**src/rtl/adcser_pkg.sv**
```systemverilog
package adcser_pkg;

  typedef enum logic [1:0] {
    MODE_DATA = 2'b00,
    MODE_SYNC = 2'b01,
    MODE_OFF  = 2'b10,
    MODE_SKEW = 2'b11
  } mode_e;

  typedef struct packed {
    mode_e mode;
    logic  two_wire;
    logic  sdr;
    logic  short_fr;
    logic  cap_rise;
    logic  lsb_first;
    logic  offset_bin;
  } cfg_t;

  function automatic cfg_t decode_cfg(input logic [1:0] mode, input logic [1:0] lanes,
                                      input logic shrt, input logic rise,
                                      input logic lsb, input logic offs);
    cfg_t c;
    c.mode       = mode_e'(mode);
    c.two_wire   = lanes[1];
    c.sdr        = (lanes == 2'b10);
    c.short_fr   = shrt;
    c.cap_rise   = rise;
    c.lsb_first  = lsb;
    c.offset_bin = offs;
    return c;
  endfunction

endpackage

```
**src/rtl/adcser_timing.sv**
```systemverilog
module adcser_timing
  import adcser_pkg::*;
#(
  parameter int SAMPLE_W = 14,
  parameter int SHORT_W  = 12,
  parameter int CW       = $clog2(2*SAMPLE_W),
  parameter int NW       = $clog2(SAMPLE_W+1)
) (
  input  logic          clk,
  input  logic          rst,
  input  cfg_t          cfg_in,
  output cfg_t          cfg_q,
  output logic          run,
  output logic          load,
  output logic          alt,
  output logic [CW-1:0] cnt,
  output logic [CW-1:0] last,
  output logic [NW-1:0] bit_idx,
  output logic [NW-1:0] lane_bits,
  output logic [NW-1:0] word_bits_q,
  output logic [NW-1:0] word_bits_in,
  output logic          bclk_nxt,
  output logic          fclk_nxt
);

  logic stopped;
  logic half;
  logic boundary;
  logic start;

  function automatic int word_len(input cfg_t c);
    return (c.sdr && c.short_fr) ? SHORT_W : SAMPLE_W;
  endfunction

  function automatic int per_lane(input cfg_t c);
    return c.two_wire ? word_len(c) / 2 : word_len(c);
  endfunction

  always_comb begin
    word_bits_q  = NW'(word_len(cfg_q));
    word_bits_in = NW'(word_len(cfg_in));
    lane_bits    = NW'(per_lane(cfg_q));
    last         = CW'(2 * per_lane(cfg_q) - 1);
    half         = cnt[0];
    bit_idx      = NW'(cnt >> 1);
    run          = !stopped;
    boundary     = run && (cnt == last);
    start        = stopped && (cfg_in.mode != MODE_OFF);
    load         = boundary || start;
    bclk_nxt     = run && (cfg_q.sdr ? (half ^ ~cfg_q.cap_rise) : (half ^ alt));
    fclk_nxt     = run && (int'(cnt) < per_lane(cfg_q));
  end

  always_ff @(posedge clk) begin
    if (rst) begin
      stopped <= 1'b1;
      cnt     <= '0;
      alt     <= 1'b0;
      cfg_q   <= cfg_t'('0);
    end else if (load) begin
      cfg_q   <= cfg_in;
      cnt     <= '0;
      stopped <= (cfg_in.mode == MODE_OFF);
      alt     <= start ? 1'b0 : ~alt;
    end else if (run) begin
      cnt <= cnt + 1'b1;
      if (half) alt <= ~alt;
    end
  end

endmodule

```
**src/rtl/adcser_lane.sv**
```systemverilog
module adcser_lane
  import adcser_pkg::*;
#(
  parameter int SAMPLE_W = 14,
  parameter int NW       = $clog2(SAMPLE_W+1),
  parameter int IW       = $clog2(SAMPLE_W)
) (
  input  logic                clk,
  input  logic                rst,
  input  logic                smp_valid,
  input  logic [SAMPLE_W-1:0] smp_data,
  input  logic                load,
  input  logic                run,
  input  logic                alt,
  input  cfg_t                cfg_in,
  input  cfg_t                cfg_q,
  input  logic [NW-1:0]       word_bits_in,
  input  logic [NW-1:0]       word_bits_q,
  input  logic [NW-1:0]       lane_bits,
  input  logic [NW-1:0]       bit_idx,
  output logic                a_nxt,
  output logic                b_nxt
);

  logic [SAMPLE_W-1:0] hold;
  logic [SAMPLE_W-1:0] word;
  logic [SAMPLE_W-1:0] fmt;
  logic [IW-1:0]       ia;
  logic [IW-1:0]       ib;
  logic                sync_bit;

  // format at load: keep the low n bits, optionally flip the top one
  always_comb begin
    for (int i = 0; i < SAMPLE_W; i++) begin
      if (i >= int'(word_bits_in))
        fmt[i] = 1'b0;
      else if (cfg_in.offset_bin && (i == int'(word_bits_in) - 1))
        fmt[i] = ~hold[i];
      else
        fmt[i] = hold[i];
    end
  end

  always_ff @(posedge clk) begin
    if (rst) begin
      hold <= '0;
      word <= '0;
    end else begin
      if (smp_valid) hold <= smp_data;
      if (load)      word <= fmt;
    end
  end

  // bit selection for the slot in progress
  always_comb begin
    int n, h, k;
    n = int'(word_bits_q);
    h = n / 2;
    k = int'(bit_idx);
    if (cfg_q.two_wire) begin
      ia = IW'(cfg_q.lsb_first ? h + k : n - 1 - k);
      ib = IW'(cfg_q.lsb_first ? k : h - 1 - k);
    end else begin
      ia = IW'(cfg_q.lsb_first ? k : n - 1 - k);
      ib = '0;
    end
    sync_bit = (k < (int'(lane_bits) + 1) / 2);
    a_nxt = 1'b0;
    b_nxt = 1'b0;
    if (run) begin
      case (cfg_q.mode)
        MODE_DATA: begin
          a_nxt = word[ia];
          b_nxt = cfg_q.two_wire & word[ib];
        end
        MODE_SYNC: begin
          a_nxt = sync_bit;
          b_nxt = cfg_q.two_wire & sync_bit;
        end
        MODE_SKEW: begin
          a_nxt = ~alt;
          b_nxt = cfg_q.two_wire & ~alt;
        end
        default: begin
          a_nxt = 1'b0;
          b_nxt = 1'b0;
        end
      endcase
    end
  end

endmodule

```
**src/rtl/adc_serializer.sv**
```systemverilog
module adc_serializer
  import adcser_pkg::*;
#(
  parameter int NCH      = 4,
  parameter int SAMPLE_W = 14,
  parameter int SHORT_W  = 12
) (
  input  logic                    clk,
  input  logic                    rst,
  input  logic [1:0]              mode_i,
  input  logic [1:0]              lane_sel_i,
  input  logic                    short_frame_i,
  input  logic                    cap_rise_i,
  input  logic                    lsb_first_i,
  input  logic                    offset_bin_i,
  input  logic [NCH-1:0]          smp_valid_i,
  input  logic [NCH*SAMPLE_W-1:0] smp_data_i,
  output logic [NCH-1:0]          ser_a_o,
  output logic [NCH-1:0]          ser_b_o,
  output logic                    bclk_o,
  output logic                    fclk_o
);

  localparam int CW = $clog2(2*SAMPLE_W);
  localparam int NW = $clog2(SAMPLE_W+1);
  localparam int IW = $clog2(SAMPLE_W);

  cfg_t          cfg_in;
  cfg_t          cfg_q;
  logic          run_w;
  logic          load_w;
  logic          alt_w;
  logic [CW-1:0] cnt_w;
  logic [CW-1:0] last_w;
  logic [NW-1:0] bit_idx_w;
  logic [NW-1:0] lane_bits_w;
  logic [NW-1:0] wbits_q_w;
  logic [NW-1:0] wbits_in_w;
  logic          bclk_nxt;
  logic          fclk_nxt;
  logic [NCH-1:0] a_nxt;
  logic [NCH-1:0] b_nxt;

  assign cfg_in = decode_cfg(mode_i, lane_sel_i, short_frame_i, cap_rise_i,
                             lsb_first_i, offset_bin_i);

  adcser_timing #(
    .SAMPLE_W(SAMPLE_W), .SHORT_W(SHORT_W), .CW(CW), .NW(NW)
  ) u_timing (
    .clk(clk), .rst(rst), .cfg_in(cfg_in), .cfg_q(cfg_q),
    .run(run_w), .load(load_w), .alt(alt_w), .cnt(cnt_w), .last(last_w),
    .bit_idx(bit_idx_w), .lane_bits(lane_bits_w),
    .word_bits_q(wbits_q_w), .word_bits_in(wbits_in_w),
    .bclk_nxt(bclk_nxt), .fclk_nxt(fclk_nxt)
  );

  for (genvar c = 0; c < NCH; c++) begin : g_ch
    adcser_lane #(.SAMPLE_W(SAMPLE_W), .NW(NW), .IW(IW)) u_lane (
      .clk(clk), .rst(rst),
      .smp_valid(smp_valid_i[c]),
      .smp_data(smp_data_i[c*SAMPLE_W +: SAMPLE_W]),
      .load(load_w), .run(run_w), .alt(alt_w),
      .cfg_in(cfg_in), .cfg_q(cfg_q),
      .word_bits_in(wbits_in_w), .word_bits_q(wbits_q_w),
      .lane_bits(lane_bits_w), .bit_idx(bit_idx_w),
      .a_nxt(a_nxt[c]), .b_nxt(b_nxt[c])
    );
  end

  always_ff @(posedge clk) begin
    if (rst) begin
      ser_a_o <= '0;
      ser_b_o <= '0;
      bclk_o  <= 1'b0;
      fclk_o  <= 1'b0;
    end else begin
      ser_a_o <= a_nxt;
      ser_b_o <= b_nxt;
      bclk_o  <= bclk_nxt;
      fclk_o  <= fclk_nxt;
    end
  end

endmodule

```
**config.mk**
```make
export PLATFORM = sky130hd
export DESIGN_NAME = adc_serializer
export DESIGN_NICKNAME = d
export VERILOG_FILES = /design/src/rtl/adcser_pkg.sv /design/src/rtl/adcser_timing.sv /design/src/rtl/adcser_lane.sv /design/src/rtl/adc_serializer.sv
export SDC_FILE = /design/constraint.sdc
export NUM_CORES = 1
export LEC_CHECK = 0
export ABC_AREA = 1
export BUFFER_PORTS_ARGS = -buffer_cell sky130_fd_sc_hd__buf_2
export CAP_MARGIN = 20
export CORE_MARGIN = 2
export CORE_UTILIZATION = 59
export CTS_CLUSTER_SIZE = 30
export DETAILED_ROUTE_END_ITERATION = 8
export PLACE_DENSITY = 0.91
export SYNTH_ARGS = -nofsm -noshare
export SYNTH_HDL_FRONTEND = slang
export SYNTH_SLANG_ARGS = --single-unit
```
**constraint.sdc**
```tcl
create_clock -name clk -period 4.16 [get_ports clk]
set_input_delay 0.416 -clock clk [delete_from_list [all_inputs] [get_ports clk]]
set_output_delay 0.416 -clock clk [all_outputs]
set_load 0.1 [all_outputs]
```
==> out/results.txt, run 1 <==
Max-Cap Viols = 0
total congestion overflow = 0
Tcrit/Tclk final = 75.5%
HP Class = in2reg
clock skew = 0.00730 ns
EDFF count, synth = 0
All-Layer GR Usage = 31.4%
Avg Inst Size Synth = 7.05 um2
Max-slew headroom = 36.4%
Worst Path Buf+Inv = 1
TritonCTS clock tree = built
IO Pins = 80
placed cell areas = 6780 um2
initial antenna violation count = 0
clock buffer depth = 2
# DRC = 17
CP Class = reg2reg
Final ANT Viol Nets = 0
largest net degree at the start of global routing = 57
placed insts = 1090
Non-Filler Instances = 1121
core area = 10800 um2
diode count = 0
clock sink count = 136
P&R area growth vs syn = 14.8%
predominant post-synthesis flop cell = dfxtp_1
row count = 38
detailed-route vias per instance = 5.97
Die W = 109 um
area of the multi-input gates = 3220 um2
most common cell in the netlist = nor2_1
postcts setup bufs = 0
Final GP Congestion = 0.919
Worst EP required = 4.59 ns
PostCTS Resize Cnt = 0
Commonest cells post-synth = nor2_1 (178), nand2_1 (138), dfxtp_1 (136), nand3_1 (129), o21ai_0 (112)
RSZ-0062 raised after global routing = false
routed wire length = 17800 um
post-synth top area share = 42.0%
first-pass GRT wire length = 29200 um
H-tree depth = 4
Worst Setup End Kind = register
CTS buffer count = 17
crit path DAT = 3.57 ns
vias in the first global route = 6274
failing checks = DRC
Peak Freq = 318 MHz
asr flop ratio synth = 0%
Post-CTS Hold Buffers = 0
DIE HEIGHT = 109 um
# setup viols final = 0
Reg clk slew, reported paths = 0.06 ns
CTS Root Cell = clkbuf_8
crit path time final = 3.14 ns
# nets final = 1055
DIE AREA = 11800 um2
via count = 6697
slowest stage cell, crit path = dfxtp_1
number of library cell types mapped by synthesis = 33
crit path cell chain = inv_2 -> ha_1 -> xor2_1 -> o2111ai_2 -> nand2_2 -> nand2_1 -> o22ai_1
Sequential Area = 2720 um2
Lkg Pwr = 3.25 nW
DP HPWL = 10900 um
DRC marker count from the first detailed-route iteration = 796
endpoints failing hold = 0
worst-path fanout max = 24
WL/cell = 15.9 um
post-route cell area = 7440 um2
Worst Tran Pin Value = 0.951 ns
synthesized flop and latch total = 136
post-synth top area cell = dfxtp_1
hold_ws = 0.0965 ns
Sum Neg Setup Slack = 0 ns
syn nets = 1006
largest cells by area after synthesis = dfxtp_1 (42%), nor2_1 (10%), nand3_1 (10%)
yosys warns = 0
Crit path max-delay family = simple AND/OR/NAND/NOR gates
Cell Area, Synth = 6480 um2
layout cells sized above 1 = 14.4%
fill count = 856
Post-Syn Instances = 920
post-synthesis sequential area ratio = 42.0%
slowest stage delay, CP = 0.77 ns
initial core utilization = 60.1%
port bufs = 79
1st-pass router iterations = 9
Final Max Slew Viols = 0
PwrDens = 492 nW/um2
status = complete, but fails checks
startpoint types = register
Skew-Pair Late Insertion Delay = 0.54 ns
peak supply drop = 0.375 mV
[state kept, by name (all words and copies together), names as in the netlist]
name,count
fclk_o,1
ser_b_o,4
bclk_o,1
u_timing.alt,1
g_ch.u_lane.hold,56
u_timing.stopped,1
ser_a_o,4
u_timing.cnt,5
g_ch.u_lane.word,56
u_timing.cfg_q,7
[per-stage QoR]
step                      utilization [%]  setup slack [ns]  power, mW
after floorplan                         -              2.21       1.84
after CTS                            68.9              1.17       3.64
after detailed placement             62.8              1.17       1.96
final                                68.9              1.02       3.66
after global routing                 68.9             0.785       3.78
after global placement               62.8              1.25       1.94
[worst register-to-register path, delay by kind of cell (launching register included)]
family | cells | cell delay (ns)
compound gates | 2 | 0.60
xor+xnor | 1 | 0.18
fa+ha+maj | 1 | 0.37
buf+inv | 1 | 0.18
flops | 1 | 0.77
simple gates | 2 | 0.94
[routing by layer]
layer	vias up	GRT usage [%]	part of all wire [%]
met1	3022	36.4	38
met5	-	0	0
met4	0	13.6	3.6
met3	94	9.26	11
li1	3135	-	-
met2	446	53.9	47
[layout make-up]
class                   count  area share [%]
flip-flops and latches    136            36.6
clock inverters            14            3.30
clock buffers              17            5.57
inverters                  66            3.33
multi-input cells         666            43.2
repair buffers             82            5.62
well taps                 140            2.35
[power breakdown]
group / total [mW] / switching (mW) / internal, mW
logic: 0.497 / 0.342 / 0.155
registers: 1.47 / 0.0702 / 1.40
clock network: 1.70 / 0.601 / 1.10
total: 3.66 / 1.01 / 2.65
[cell families after synthesis]
logic type	after synthesis	share of synthesized area, %
AO/OA/AOI/OAI	178	14.8
adder cells (fa/ha/maj)	16	3.09
XOR/XNOR	9	1.22
flip-flops	136	42.0
buffers and inverters	118	8.38
AND/OR/NAND/NOR	463	30.5
[final timing paths]
check                                  to  slack (ns)                    from  cells after the start
setup / recovery  g_ch[2].u_lane.word[12]        1.02       u_timing.cfg_q[5]                      7
hold / removal     g_ch[0].u_lane.hold[0]         0.1           smp_data_i[0]                      3
setup reg to reg  g_ch[2].u_lane.word[12]        1.02       u_timing.cfg_q[5]                      7
hold reg to reg    g_ch[3].u_lane.hold[7]        0.45  g_ch[3].u_lane.hold[7]                      2
[cell usage in the layout, fill, tap and decap left out, types with 2 or more instances in the layout]
master       n
nand2_2      5
clkinv_4     3
o21ai_0    112
buf_4        3
nand2_4      2
bufinv_16    6
clkbuf_16   16
o22ai_1     13
inv_2       10
o211ai_1     8
dfxtp_1    136
inv_1       55
a21oi_1     29
nor2_4       4
inv_6        3
buf_2       79
nor2_1     178
nand3_1    129
xor2_1       9
ha_1        16
nand2_1    138
o21ai_1     10
o211ai_2     2
a22oi_1      2
Power figures use the tool's default switching activity.
==> run 2, diff against run 1 <==
--- a/config.mk
+++ b/config.mk
@@ -9,10 +9,10 @@
 export BUFFER_PORTS_ARGS = -buffer_cell sky130_fd_sc_hd__buf_2
 export CAP_MARGIN = 20
 export CORE_MARGIN = 2
-export CORE_UTILIZATION = 59
+export CORE_UTILIZATION = 58
 export CTS_CLUSTER_SIZE = 30
 export DETAILED_ROUTE_END_ITERATION = 8
-export PLACE_DENSITY = 0.91
+export PLACE_DENSITY = 0.9
 export SYNTH_ARGS = -nofsm -noshare
 export SYNTH_HDL_FRONTEND = slang
 export SYNTH_SLANG_ARGS = --single-unit
==> constraint.sdc (replaced) <==
create_clock -name clk -period 3 [get_ports clk]
set_input_delay 0.3 -clock clk [delete_from_list [all_inputs] [get_ports clk]]
set_output_delay 0.3 -clock clk [all_outputs]
set_load 0.1 [all_outputs]
==> run 2 against run 1 <==
  * The flow now finishes without violations
  * Critical path depth increased by 6
  * Sequential power increased by 37%
  * Register-to-register slack got worse by 0.61 ns
  * Design area increased by 3.0%
  * Combinational power increased by 45%
  * Setup slack got worse by 0.61 ns
==> out/results.txt, run 2 (synthesis gave the netlist of run 1 again) <==
status = finished, final reports clean
Final Max Slew Viols = 0
clock skew = 0.00818 ns
TritonCTS clock tree = built
DIE HEIGHT = 110 um
routed wire length = 17500 um
GRT busiest layer = met2
crit path cell chain = inv_2 -> ha_1 -> inv_1 -> ha_1 -> inv_1 -> nor2_1 -> nor2_4 -> inv_2 -> nand3_1 -> nand3_1 -> nand3_1 -> nand3_1 -> a21oi_1
pre-CTS setup slack = 0.567 ns
Tcrit/Tclk final = 86.4%
hold_ws = 0.000827 ns
clock buffer depth = 2
HP Class = in2reg
GR Util met1 = 38.8%
min-delay src = smp_data_i[43]
FF-to-FF setup slack = 0.41 ns
worst-path fanout max = 15
crit path time final = 2.59 ns
met3 usage = 7.41%
Peak Freq = 386 MHz
initial core utilization = 59.5%
Worst Tran Pin Value = 0.770 ns
WL/cell = 15.2 um
H-tree depth = 4
slowest stage delay, CP = 0.50 ns
port bufs = 79
Max-slew headroom = 48.3%
slowest stage cell, crit path = dfxtp_1
endpoints failing hold = 0
r2r startpoint = u_timing.cnt[1]
Max-Cap Viols = 0
peak supply drop = 0.624 mV
IO Pins = 80
CP startpoint = u_timing.cnt[1]
Crit path max-delay family = simple AND/OR/NAND/NOR gates
Worst EP required = 3.45 ns
# DRC = 0
PwrDens = 615 nW/um2
placed insts = 1100
core area = 10900 um2
detailed-route vias per instance = 5.67
Finished Core Util = 70.4%
largest net degree at the start of global routing = 60
grt met2 use = 51.7%
layout cells sized above 1 = 14.4%
vias in the first global route = 6240
CTS Root Cell = clkbuf_8
row count = 38
startpoint types = register
Worst Path Buf+Inv = 4
RSZ-0062 raised after global routing = false
Hold EP = g_ch[3].u_lane.hold[1]
P&R area growth vs syn = 18.2%
Final ANT Viol Nets = 0
biggest regs = g_ch.u_lane.hold x56, g_ch.u_lane.word x56, u_timing.cfg_q x7
CTS buffer count = 17
clock sink count = 136
r2r worst-path depth = 13
Skew-Pair Late Insertion Delay = 0.53 ns
fill count = 865
Reg clk slew, reported paths = 0.06 ns
Sum Neg Setup Slack = 0 ns
1st-pass router iterations = 6
Top cell by count, worst path = nand3_1
setup slack after layout = 0.409 ns
DIE AREA = 12000 um2
hold path depth = 3
initial antenna violation count = 0
first-pass GRT wire length = 29200 um
All-Layer GR Usage = 31.0%
Final GP Congestion = 0.963
highest-count cells in the layout ignoring fill and taps = nor2_1 (178), nand2_1 (138), dfxtp_1 (136)
most common cell after layout, fill and taps aside = nor2_1
CP Class = reg2reg
FF-to-FF End = ser_b_o[1]
diode count = 0
Die W = 110 um
# nets final = 1090
total congestion overflow = 0
DRC marker count from the first detailed-route iteration = 694
Lkg Pwr = 3.35 nW
Non-Filler Instances = 1155
via count = 6548
# setup viols final = 0
crit path DAT = 3.04 ns
Worst Setup End Kind = register
DP HPWL = 11200 um
==> run 2: where the power goes <==
part           switching [mW]  leakage, nW  internal [mW]
Combinational           0.472         1.97          0.251
Sequential             0.0887         1.12           1.94
Clock                   0.767        0.261           1.19
Total                    1.33         3.35           3.38
==> run 2: per-stage QoR <==
step / total power, mW / area, um2
after floorplan: 2.55 / 6480
after global placement: 2.72 / 6870
after global routing: 4.89 / 7660
final: 4.71 / 7660
after CTS: 4.69 / 7660
after detailed placement: 2.73 / 6870
==> run 2: worst max path at each step <==
stage | to | depth (start not counted)
6_report | ser_b_o[1] | 13
5_1_grt | ser_b_o[0] | 15
4_1_cts | ser_b_o[1] | 13
3_5_place_dp | ser_b_o[0] | 13
3_3_place_gp | ser_b_o[0] | 13
2_1_floorplan | ser_b_o[2] | 13
==> run 2: area by class of cell <==
class	instances	area [um2]	area share (%)
clock inverter	8	98.8	1.29
clock buffer	22	443	5.78
inverter	66	248	3.23
tap	140	175	2.29
timing repair buffer	117	756	9.87
sequential	136	2720	35.5
multi-input combinational	666	3220	42.0
==> run 2: timing repair <==
item | in CTS | in global routing
hold endpoints to repair | 25 | 0
resized for setup | 0 | 0
setup buffers | 0 | 0
hold buffers | 25 | 0
==> run 2: worst min-delay path, stage by stage <==
cell,delay (ns)
buf_2,0.07
nor2_1,0.03
nor2_1,0.08
==> run 2: routing by layer <==
layer	wire length, um	vias to the layer above
li1	-	3198
met1	7400	3007
met2	8370	293
met3	1310	50
met4	418	0
met5	0	-
